## config.mk

```make
export PLATFORM = sky130hd
export DESIGN_NAME = mmap_decoder
export DESIGN_NICKNAME = d
export VERILOG_FILES = /design/src/rtl/mmap_pkg.sv /design/src/rtl/mmap_cfg_regs.sv /design/src/rtl/mmap_addr_match.sv /design/src/rtl/mmap_prio_sel.sv /design/src/rtl/mmap_decoder.sv
export SDC_FILE = /design/constraint.sdc
export NUM_CORES = 1
export LEC_CHECK = 0
export ABC_AREA = 1
export BUFFER_PORTS_ARGS = -buffer_cell sky130_fd_sc_hd__buf_2
export CORE_MARGIN = 1
export CORE_UTILIZATION = 54
export DETAILED_ROUTE_END_ITERATION = 8
export GPL_TIMING_DRIVEN = 0
export PLACE_DENSITY_LB_ADDON = 0.25
export SYNTH_ARGS = -nofsm -noshare
export SYNTH_HDL_FRONTEND = slang
export SYNTH_HIERARCHICAL = 1
export SYNTH_SLANG_ARGS = --single-unit
```

## constraint.sdc

```tcl
create_clock -name clk -period 1.3 [get_ports clk]
set_input_delay 0.13 -clock clk [delete_from_list [all_inputs] [get_ports clk]]
set_output_delay 0.13 -clock clk [all_outputs]
set_load 0.02 [all_outputs]
```

## src/rtl/mmap_pkg.sv

```systemverilog
package mmap_pkg;
    localparam int ADDR_W   = 16;
    localparam int DATA_W   = 8;
    localparam int ST_W     = 2;
    localparam int NUM_CFG  = 4;
    localparam int IDX_W    = $clog2(NUM_CFG);
    localparam int NUM_SEL  = 6;

    localparam int CFG_REGBASE = 0;
    localparam int CFG_RAMBASE = 1;
    localparam int CFG_EEPROM  = 2;
    localparam int CFG_CTRL    = 3;

    // index 0 is the highest priority
    localparam int SEL_BDM   = 0;
    localparam int SEL_REG   = 1;
    localparam int SEL_RAM   = 2;
    localparam int SEL_EE    = 3;
    localparam int SEL_FLASH = 4;
    localparam int SEL_EXT   = 5;

    typedef enum logic {
        LK_OPEN,
        LK_SEALED
    } lock_state_t;

    typedef struct packed {
        logic [4:0]      reg_blk;
        logic [4:0]      ram_blk;
        logic [3:0]      ee_blk;
        logic            ee_on;
        logic            fl_on;
        logic            fl_hi;
        logic [ST_W-1:0] ext_st;
        logic [ST_W-1:0] fol_st;
    } map_cfg_t;

    function automatic logic [DATA_W-1:0] cfg_reset_value(input int idx);
        case (idx)
            CFG_REGBASE: return 8'h00;
            CFG_RAMBASE: return 8'h08;
            CFG_EEPROM:  return 8'h01;
            default:     return 8'h0F;
        endcase
    endfunction
endpackage

```

## src/rtl/mmap_cfg_regs.sv

```systemverilog
module mmap_cfg_regs
    import mmap_pkg::*;
(
    input  logic                  clk,
    input  logic                  rst_n,
    input  logic                  special_mode,
    input  logic                  cfg_we,
    input  logic [IDX_W-1:0]      cfg_idx,
    input  logic [DATA_W-1:0]     cfg_wdata,
    output map_cfg_t              cfg_live
);
    logic [DATA_W-1:0] shadow_q [NUM_CFG];
    logic [DATA_W-1:0] active_q [NUM_CFG];

    for (genvar gi = 0; gi < NUM_CFG; gi++) begin : g_cfg
        lock_state_t lock_q, lock_d;
        logic        accept;

        always_ff @(posedge clk or negedge rst_n) begin
            if (!rst_n) lock_q <= LK_OPEN;
            else        lock_q <= lock_d;
        end

        always_comb begin
            accept = 1'b0;
            lock_d = lock_q;
            unique case (lock_q)
                LK_OPEN: begin
                    if (cfg_we && (cfg_idx == IDX_W'(gi))) begin
                        accept = 1'b1;
                        lock_d = LK_SEALED;
                    end
                end
                LK_SEALED: begin
                    if (cfg_we && (cfg_idx == IDX_W'(gi)) && special_mode)
                        accept = 1'b1;
                end
            endcase
        end

        always_ff @(posedge clk or negedge rst_n) begin
            if (!rst_n) begin
                shadow_q[gi] <= cfg_reset_value(gi);
                active_q[gi] <= cfg_reset_value(gi);
            end else begin
                if (accept) shadow_q[gi] <= cfg_wdata;
                active_q[gi] <= shadow_q[gi];
            end
        end

        AST_LOCK_HOLDS: assert property (@(posedge clk) disable iff (!rst_n)
            (lock_q == LK_SEALED && !special_mode && cfg_we && cfg_idx == IDX_W'(gi))
            |=> $stable(shadow_q[gi]));

        AST_COMMIT_LAG: assert property (@(posedge clk) disable iff (!rst_n)
            (accept && cfg_wdata != shadow_q[gi] && active_q[gi] == shadow_q[gi])
            |=> (active_q[gi] != shadow_q[gi]));
    end

    always_comb begin
        cfg_live.reg_blk = active_q[CFG_REGBASE][7:3];
        cfg_live.ram_blk = active_q[CFG_RAMBASE][7:3];
        cfg_live.ee_blk  = active_q[CFG_EEPROM][7:4];
        cfg_live.ee_on   = active_q[CFG_EEPROM][0];
        cfg_live.fl_on   = active_q[CFG_CTRL][0];
        cfg_live.fl_hi   = active_q[CFG_CTRL][1];
        cfg_live.ext_st  = active_q[CFG_CTRL][3:2];
        cfg_live.fol_st  = active_q[CFG_CTRL][5:4];
    end
endmodule

```

## src/rtl/mmap_addr_match.sv

```systemverilog
module mmap_addr_match
    import mmap_pkg::*;
(
    input  logic [ADDR_W-1:0]  addr,
    input  logic               bdm_active,
    input  map_cfg_t           cfg,
    output logic [NUM_SEL-1:0] hit,
    output logic               follow_hit
);
    always_comb begin
        hit             = '0;
        hit[SEL_BDM]    = bdm_active && (addr[15:8] == 8'hFF);
        hit[SEL_REG]    = (addr[15:11] == cfg.reg_blk) && (addr[10:9] == 2'b00);
        hit[SEL_RAM]    = (addr[15:11] == cfg.ram_blk) && !addr[10];
        hit[SEL_EE]     = cfg.ee_on && (addr[15:12] == cfg.ee_blk) && (addr[11:8] >= 4'hD);
        hit[SEL_FLASH]  = cfg.fl_on && (addr[15] == cfg.fl_hi);
        hit[SEL_EXT]    = 1'b1;
        follow_hit      = (addr[15:11] == cfg.reg_blk) && (addr[10:9] == 2'b01);
    end
endmodule

```

## src/rtl/mmap_prio_sel.sv

```systemverilog
module mmap_prio_sel
    import mmap_pkg::*;
(
    input  logic [NUM_SEL-1:0] hit,
    input  logic               follow_hit,
    input  logic [ST_W-1:0]    ext_st,
    input  logic [ST_W-1:0]    fol_st,
    output logic [NUM_SEL-1:0] grant,
    output logic [ST_W-1:0]    stretch
);
    logic [NUM_SEL:0] taken;
    assign taken[0] = 1'b0;

    for (genvar gi = 0; gi < NUM_SEL; gi++) begin : g_prio
        assign grant[gi]   = hit[gi] && !taken[gi];
        assign taken[gi+1] = taken[gi] || hit[gi];
    end

    always_comb begin
        if (grant[SEL_EXT]) stretch = follow_hit ? fol_st : ext_st;
        else                stretch = '0;
    end
endmodule

```

## src/rtl/mmap_decoder.sv

```systemverilog
module mmap_decoder
    import mmap_pkg::*;
(
    input  logic        clk,
    input  logic        rst_n,
    input  logic        special_mode,
    input  logic        bdm_active,
    input  logic [15:0] addr,
    input  logic        cfg_we,
    input  logic [1:0]  cfg_idx,
    input  logic [7:0]  cfg_wdata,
    output logic        cs_bdm,
    output logic        cs_reg,
    output logic        cs_ram,
    output logic        cs_ee,
    output logic        cs_flash,
    output logic        cs_ext,
    output logic [1:0]  stretch
);
    map_cfg_t           cfg_live;
    logic [NUM_SEL-1:0] hit;
    logic [NUM_SEL-1:0] grant;
    logic               follow_hit;

    mmap_cfg_regs u_cfg (
        .clk          (clk),
        .rst_n        (rst_n),
        .special_mode (special_mode),
        .cfg_we       (cfg_we),
        .cfg_idx      (cfg_idx),
        .cfg_wdata    (cfg_wdata),
        .cfg_live     (cfg_live)
    );

    mmap_addr_match u_match (
        .addr       (addr),
        .bdm_active (bdm_active),
        .cfg        (cfg_live),
        .hit        (hit),
        .follow_hit (follow_hit)
    );

    mmap_prio_sel u_prio (
        .hit        (hit),
        .follow_hit (follow_hit),
        .ext_st     (cfg_live.ext_st),
        .fol_st     (cfg_live.fol_st),
        .grant      (grant),
        .stretch    (stretch)
    );

    assign cs_bdm   = grant[SEL_BDM];
    assign cs_reg   = grant[SEL_REG];
    assign cs_ram   = grant[SEL_RAM];
    assign cs_ee    = grant[SEL_EE];
    assign cs_flash = grant[SEL_FLASH];
    assign cs_ext   = grant[SEL_EXT];

    AST_ONE_SELECT: assert property (@(posedge clk) disable iff (!rst_n)
        $countones({cs_bdm, cs_reg, cs_ram, cs_ee, cs_flash, cs_ext}) == 1);

    AST_INTERNAL_NO_STRETCH: assert property (@(posedge clk) disable iff (!rst_n)
        !cs_ext |-> (stretch == 2'd0));

    AST_BDM_WINDOW: assert property (@(posedge clk) disable iff (!rst_n)
        cs_bdm |-> (bdm_active && addr[15:8] == 8'hFF));

    AST_BDM_WINS: assert property (@(posedge clk) disable iff (!rst_n)
        (bdm_active && addr[15:8] == 8'hFF) |-> cs_bdm);
endmodule

```

# Word level (Yosys, flattened, before mapping)
# Cells that the tools add are included.
[totals]
elab_cells = 75
ff_bits = 64
inputBits = 31
output_inout_bits = 8
[classes]
n_reduce_logical = 31
eq_ne = 9
mux = 18
n_lt_le_gt_ge = 1
bitwise = 4
[ops]
columns = ["operator", "count"]
rows = [
  ["$logic_and A1 B1 Y1", 19],
  ["$mux W1", 12],
  ["$eq A5 B5 Y1", 2],
  ["$eq A8 B8 Y1 const B", 1],
  ["$pmux W1 S2", 4],
  ["$logic_not A1 Y1", 6],
  ["$eq A2 B1 Y1 const B", 2],
  ["$eq A2 B2 Y1 const B", 2],
  ["$eq A4 B4 Y1", 1],
  ["$ge A4 B4 Y1 const B", 1],
  ["$logic_not A2 Y1", 2],
  ["$logic_or A1 B1 Y1", 4],
  ["$mux W2", 2],
  ["$not A1 Y1", 4],
  ["$eq A1 B1 Y1", 1],
]

# Longest topological paths before layout
[logic_depth]
ltp_word = 7
depth_mapped = 10
ltp_nobuf = 9

# By module
# Netlist, hierarchy kept.
[modules_own_cells]
columns = ["module", "seq_area_each_um2", "n_inst", "area_per_inst_um2", "cells_per_inst"]
rows = [
  ["mmap_cfg_regs", 1166.1, 1, 1580.3, 130],
  ["mmap_addr_match", 0.0, 1, 309.0, 67],
  ["mmap_prio_sel", 0.0, 1, 113.9, 21],
]

# Worst setup path after synthesis
# Ideal clock, no wire load.
[synth_timing]
kind = "reg2out"
start = "register u_cfg.active_q, in the netlist u_cfg/cfg_live[6]"
end = "output port cs_ee"
stages_incl_launch_ff = 7
required_time_ns = 1.170
arrival_ns = 1.589
n_path_buf = 0
slack_ns = -0.419
cell_sequence = "dfstp_2 > nand2_1 > nor2_1 > nand3_1 > nor2_1 > inv_1 > nor4_1"
[synth_between]
elab_chain_cells = 3
[synth_rtl]
columns = ["item", "line_no", "text"]
rows = [
  ["from (decl)", "mmap_cfg_regs.sv:13", "logic [DATA_W-1:0] active_q [NUM_CFG];"],
  ["from (signal, indexed assignment)", "mmap_cfg_regs.sv:44", "active_q[gi] <= cfg_reset_value(gi);"],
  ["from (signal, indexed assignment)", "mmap_cfg_regs.sv:47", "active_q[gi] <= shadow_q[gi];"],
  ["$logic_and A1 B1 Y1 (2 in a row)", "mmap_addr_match.sv:15", "hit[SEL_EE] = cfg.ee_on && (addr[15:12] == cfg.ee_blk) && (addr[11:8] >= 4'hD);"],
  ["named net hit[3]", "mmap_decoder.sv:21", "logic [NUM_SEL-1:0] hit;"],
  ["$logic_and A1 B1 Y1", "mmap_prio_sel.sv:15", "assign grant[gi] = hit[gi] && !taken[gi];"],
  ["to (decl)", "mmap_decoder.sv:15", "output logic cs_ee,"],
]
# The timed path passes the listed nets, and every way through them passes these cells.

# Final worst setup path
[layout_timing]
start = "register u_cfg.active_q, in the netlist u_cfg/cfg_live[17]"
end = "output port stretch[0]"
[layout_between]
elab_cells_between_ends = 9
cone_classes = "eq/ne: 1; mux: 2; reduce/logical: 6"
[layout_lines]
columns = ["item", "line_no", "text"]
rows = [
  ["$eq A5 B5 Y1", "mmap_addr_match.sv:18", "follow_hit = (addr[15:11] == cfg.reg_blk) && (addr[10:9] == 2'b01);"],
  ["$logic_and A1 B1 Y1", "mmap_addr_match.sv:18", ""],
  ["named net follow_hit", "mmap_decoder.sv:23", "logic follow_hit;"],
  ["$mux W2 (2 in a row)", "mmap_prio_sel.sv:20", "if (grant[SEL_EXT]) stretch = follow_hit ? fol_st : ext_st;"],
  ["to (decl)", "mmap_decoder.sv:18", "output logic [1:0] stretch"],
]
# The timed path passes the listed nets, and every way through them passes these cells.

==> results.json <==
{
  "start_util": 0.5820,
  "grt_util_met1": 0.2762,
  "io_buffers": 28,
  "holdWs_ns": -0.02788,
  "critPathMaxStageDelay_ns": 0.38,
  "antenna_found_initial": 0,
  "period_share": 1.345,
  "wl_per_cell_um": 12.12,
  "ir_drop_v": 0.001048,
  "synth_xor_area_frac": 0.02186,
  "drc": 0,
  "syn_to_final_growth_pct": 29.61,
  "placedCellCount": 292,
  "powerDensity_mw_per_mm2": 1460,
  "clkSlewWorstSetupHoldPaths_ns": 0.08,
  "grt_max_degree": 47,
  "synth_fp_nets": 249,
  "grt_usage": 0.2116,
  "synth_edf_count": 0,
  "cts_max_path_buffers": 2,
  "num_io_pins": 39,
  "wirelength_mm": 3.708,
  "reg2reg_to": "u_cfg/shadow_q[31]",
  "clock-sinks": 46,
  "core_area_sq_mm": 0.003442,
  "max_slew_margin": 0.3762,
  "worstSetupEndpointType": "output pin",
  "synth_top_family_by_area": "simple AND/OR/NAND/NOR gates",
  "synth_area_leaders": "dfrtp_1, dfstp_2, nand2_1",
  "syn_area_sq_mm": 0.002003,
  "drtIter0Drc": 70,
  "final_cells": 306,
  "ant_nets": 0,
  "max-cap-violations": 0,
  "syn_avg_cell_area_sq_um": 9.189,
  "die_x_um": 62.91,
  "worstPathRequired_ns": 1.17,
  "clock_latency_ns": 0.29,
  "cts_tree": "yes",
  "setup_viol": 7,
  "ys_types": 26,
  "worst_path_max_delay_cell": "dfrtp_1",
  "synth_compound_area_frac": 0.01874,
  "r2r_slack_ns": 0.28,
  "fmax_mhz": 571.8,
  "vias_per_cell": 5.098,
  "skew_ns": 0.003086,
  "vias": 1560,
  "power.leakage_uw": 0.001277,
  "synthMuxAreaShare": 0,
  "cp_cell_sequence": "nand2_1 -> nand2_1 -> nor2_2 -> nand3_2 -> nor2_4 -> inv_2 -> a21boi_4 -> nor2_4 -> buf_6",
  "synth.most_common_cell": "nand2_1",
  "overflow": 0,
  "grt_pass1_vias": 1470,
  "cp_max_fo": 3,
  "synth_flop_cell": "dfrtp_1",
  "die_area_sq_mm": 0.003957,
  "insertedDiodeCount": 0,
  "worst_slew_pin_slew_ns": 0.9357,
  "yosys-top-cells-count": "nand2_1, dfrtp_1, nand3_1",
  "setup_ws_ns": -0.4487,
  "drtPass1Iterations": 4,
  "hold_viol": 34,
  "grtUsageMet2": 0.3495,
  "cts_buffers": 5,
  "drv_slew": 0,
  "drive_gt1_frac": 0.3769,
  "yosysWarnings": 6,
  "final_nets": 290,
  "arrival_ns": 1.62,
  "synth_fa_ha_area_frac": 0,
  "synth_top_area_frac": 0.4247,
  "netlist_instances": 218,
  "start_kind": "flip-flop",
  "ys_seq_area_frac": 0.5821,
  "gp_congestion": 0.8023,
  "grt_pass1_wl_mm": 6.465,
  "top_usage_layer": "met2",
  "cts_root_buf": "clkbuf_8",
  "r2r_cells": 4,
  "r2r_start": "u_cfg/g_cfg[0].lock_q",
  "status": "finished with violations",
  "ys_async_sr_fraction": 1.000,
  "violations": "negative hold slack, negative setup slack",
  "yosys.area.top_type": "dfrtp_1",
  "grt_use_met3": 0.04562,
  "hold_path.class": "input pin to async pin",
  "dieHeight_um": 62.91,
  "grt_setup_unrepaired": "yes",
  "worst-setup-path-type": "flip-flop to output pin",
  "row_count": 21,
  "dp_hpwl_mm": 2.614,
  "postCtsHoldBufs": 0,
  "yosys.area_share.simple": 0.3223,
  "synth_seq_cells": 46,
  "min_period_ns": 1.749,
  "h-tree-depth": 2
}
==> worst max-delay path, delay by kind of cell, from the launching register on <==
kind,cells,cell delay [ns]
simple gates,6,0.58
flops,1,0.38
buf+inv,2,0.19
compound gates,1,0.18
==> metal layers <==
layer	vias to the layer above	wire, um	share of wire
met1	733	1685	0.45
met3	5	215	0.058
li1	766	-	-
met4	0	50	0.013
met5	-	0	0
met2	56	1757	0.47
==> cell type report <==
class / instances / area [sq um]
timing repair buffer: 34 / 249.0
tap: 46 / 57.56
clock inverter: 2 / 60.06
sequential: 46 / 1166
clock buffer: 6 / 82.58
fill: 251 / 845.8
multi-input combinational: 147 / 872.1
buffer: 4 / 27.53
inverter: 21 / 81.33
==> sequential cells by signal, summed over array words and instances (netlist names) <==
| register | cells |
|---|---|
| u_cfg/shadow_q | 21 |
| u_cfg/g_cfg.lock_q | 4 |
| u_cfg/cfg_live | 21 |
==> cell families after synthesis <==
logic type / after synthesis
other: 1
xor gates and xnor gates: 5
DFF: 46
buffers and inverters: 25
AOI/OAI and AO/OA: 6
and+or+nand+nor: 135
==> worst max path at each step <==
stage	slack [ns]	cells after the start	end	startpoint
5_1_grt	-0.58	10	stretch[1]	u_cfg/cfg_live[16]
4_1_cts	-0.46	9	cs_ee	u_cfg/cfg_live[18]
3_5_place_dp	-0.27	7	cs_ext	addr[13]
3_3_place_gp	-0.23	7	cs_ext	addr[13]
6_report	-0.45	9	stretch[0]	u_cfg/cfg_live[17]
2_1_floorplan	-0.05	6	cs_ee	u_cfg/cfg_live[6]
==> metrics by stage <==
step           instance area [sq um]  worst slack (ns)  setup TNS (ns)  utilization  power [uW]
3_5_place_dp                    2312           -0.2664          -1.581       0.6718        2479
6_report                        2596           -0.4487          -2.938       0.7543        3792
3_3_place_gp                    2312           -0.2313          -1.332       0.6718        2443
4_1_cts                         2567           -0.4618          -3.073       0.7459        3785
5_1_grt                         2596           -0.5840          -3.792       0.7543        3971
2_1_floorplan                   2115          -0.04597        -0.08053            -        2278
==> power breakdown <==
part / switching [uW] / internal [uW]
combinational: 354 / 263
sequential: 147 / 1760
clock: 451 / 819
total: 953 / 2840
==> layout by cell type (no fill, tap or decap), drive strengths merged <==
master	n
a21boi	2
a21o	1
dfrtp	34
nand4	8
buf	38
nor3	2
nand3	20
xnor2	5
nor2	19
conb	1
o21ai	2
nor4	2
nand3b	1
clkbuf	6
nand2	77
or2	5
dfstp	12
nor3b	1
bufinv	2
inv	21
a21oi	1
==> timing repair <==
| action | in CTS | in global routing |
|---|---|---|
| pin swaps | 11 | 7 |
| setup buffers | 6 | 0 |
| resized for setup | 19 | 7 |
| setup endpoints to repair | 8 | 7 |
| gates cloned | 0 | 0 |
(Power assumes the default switching activity.)
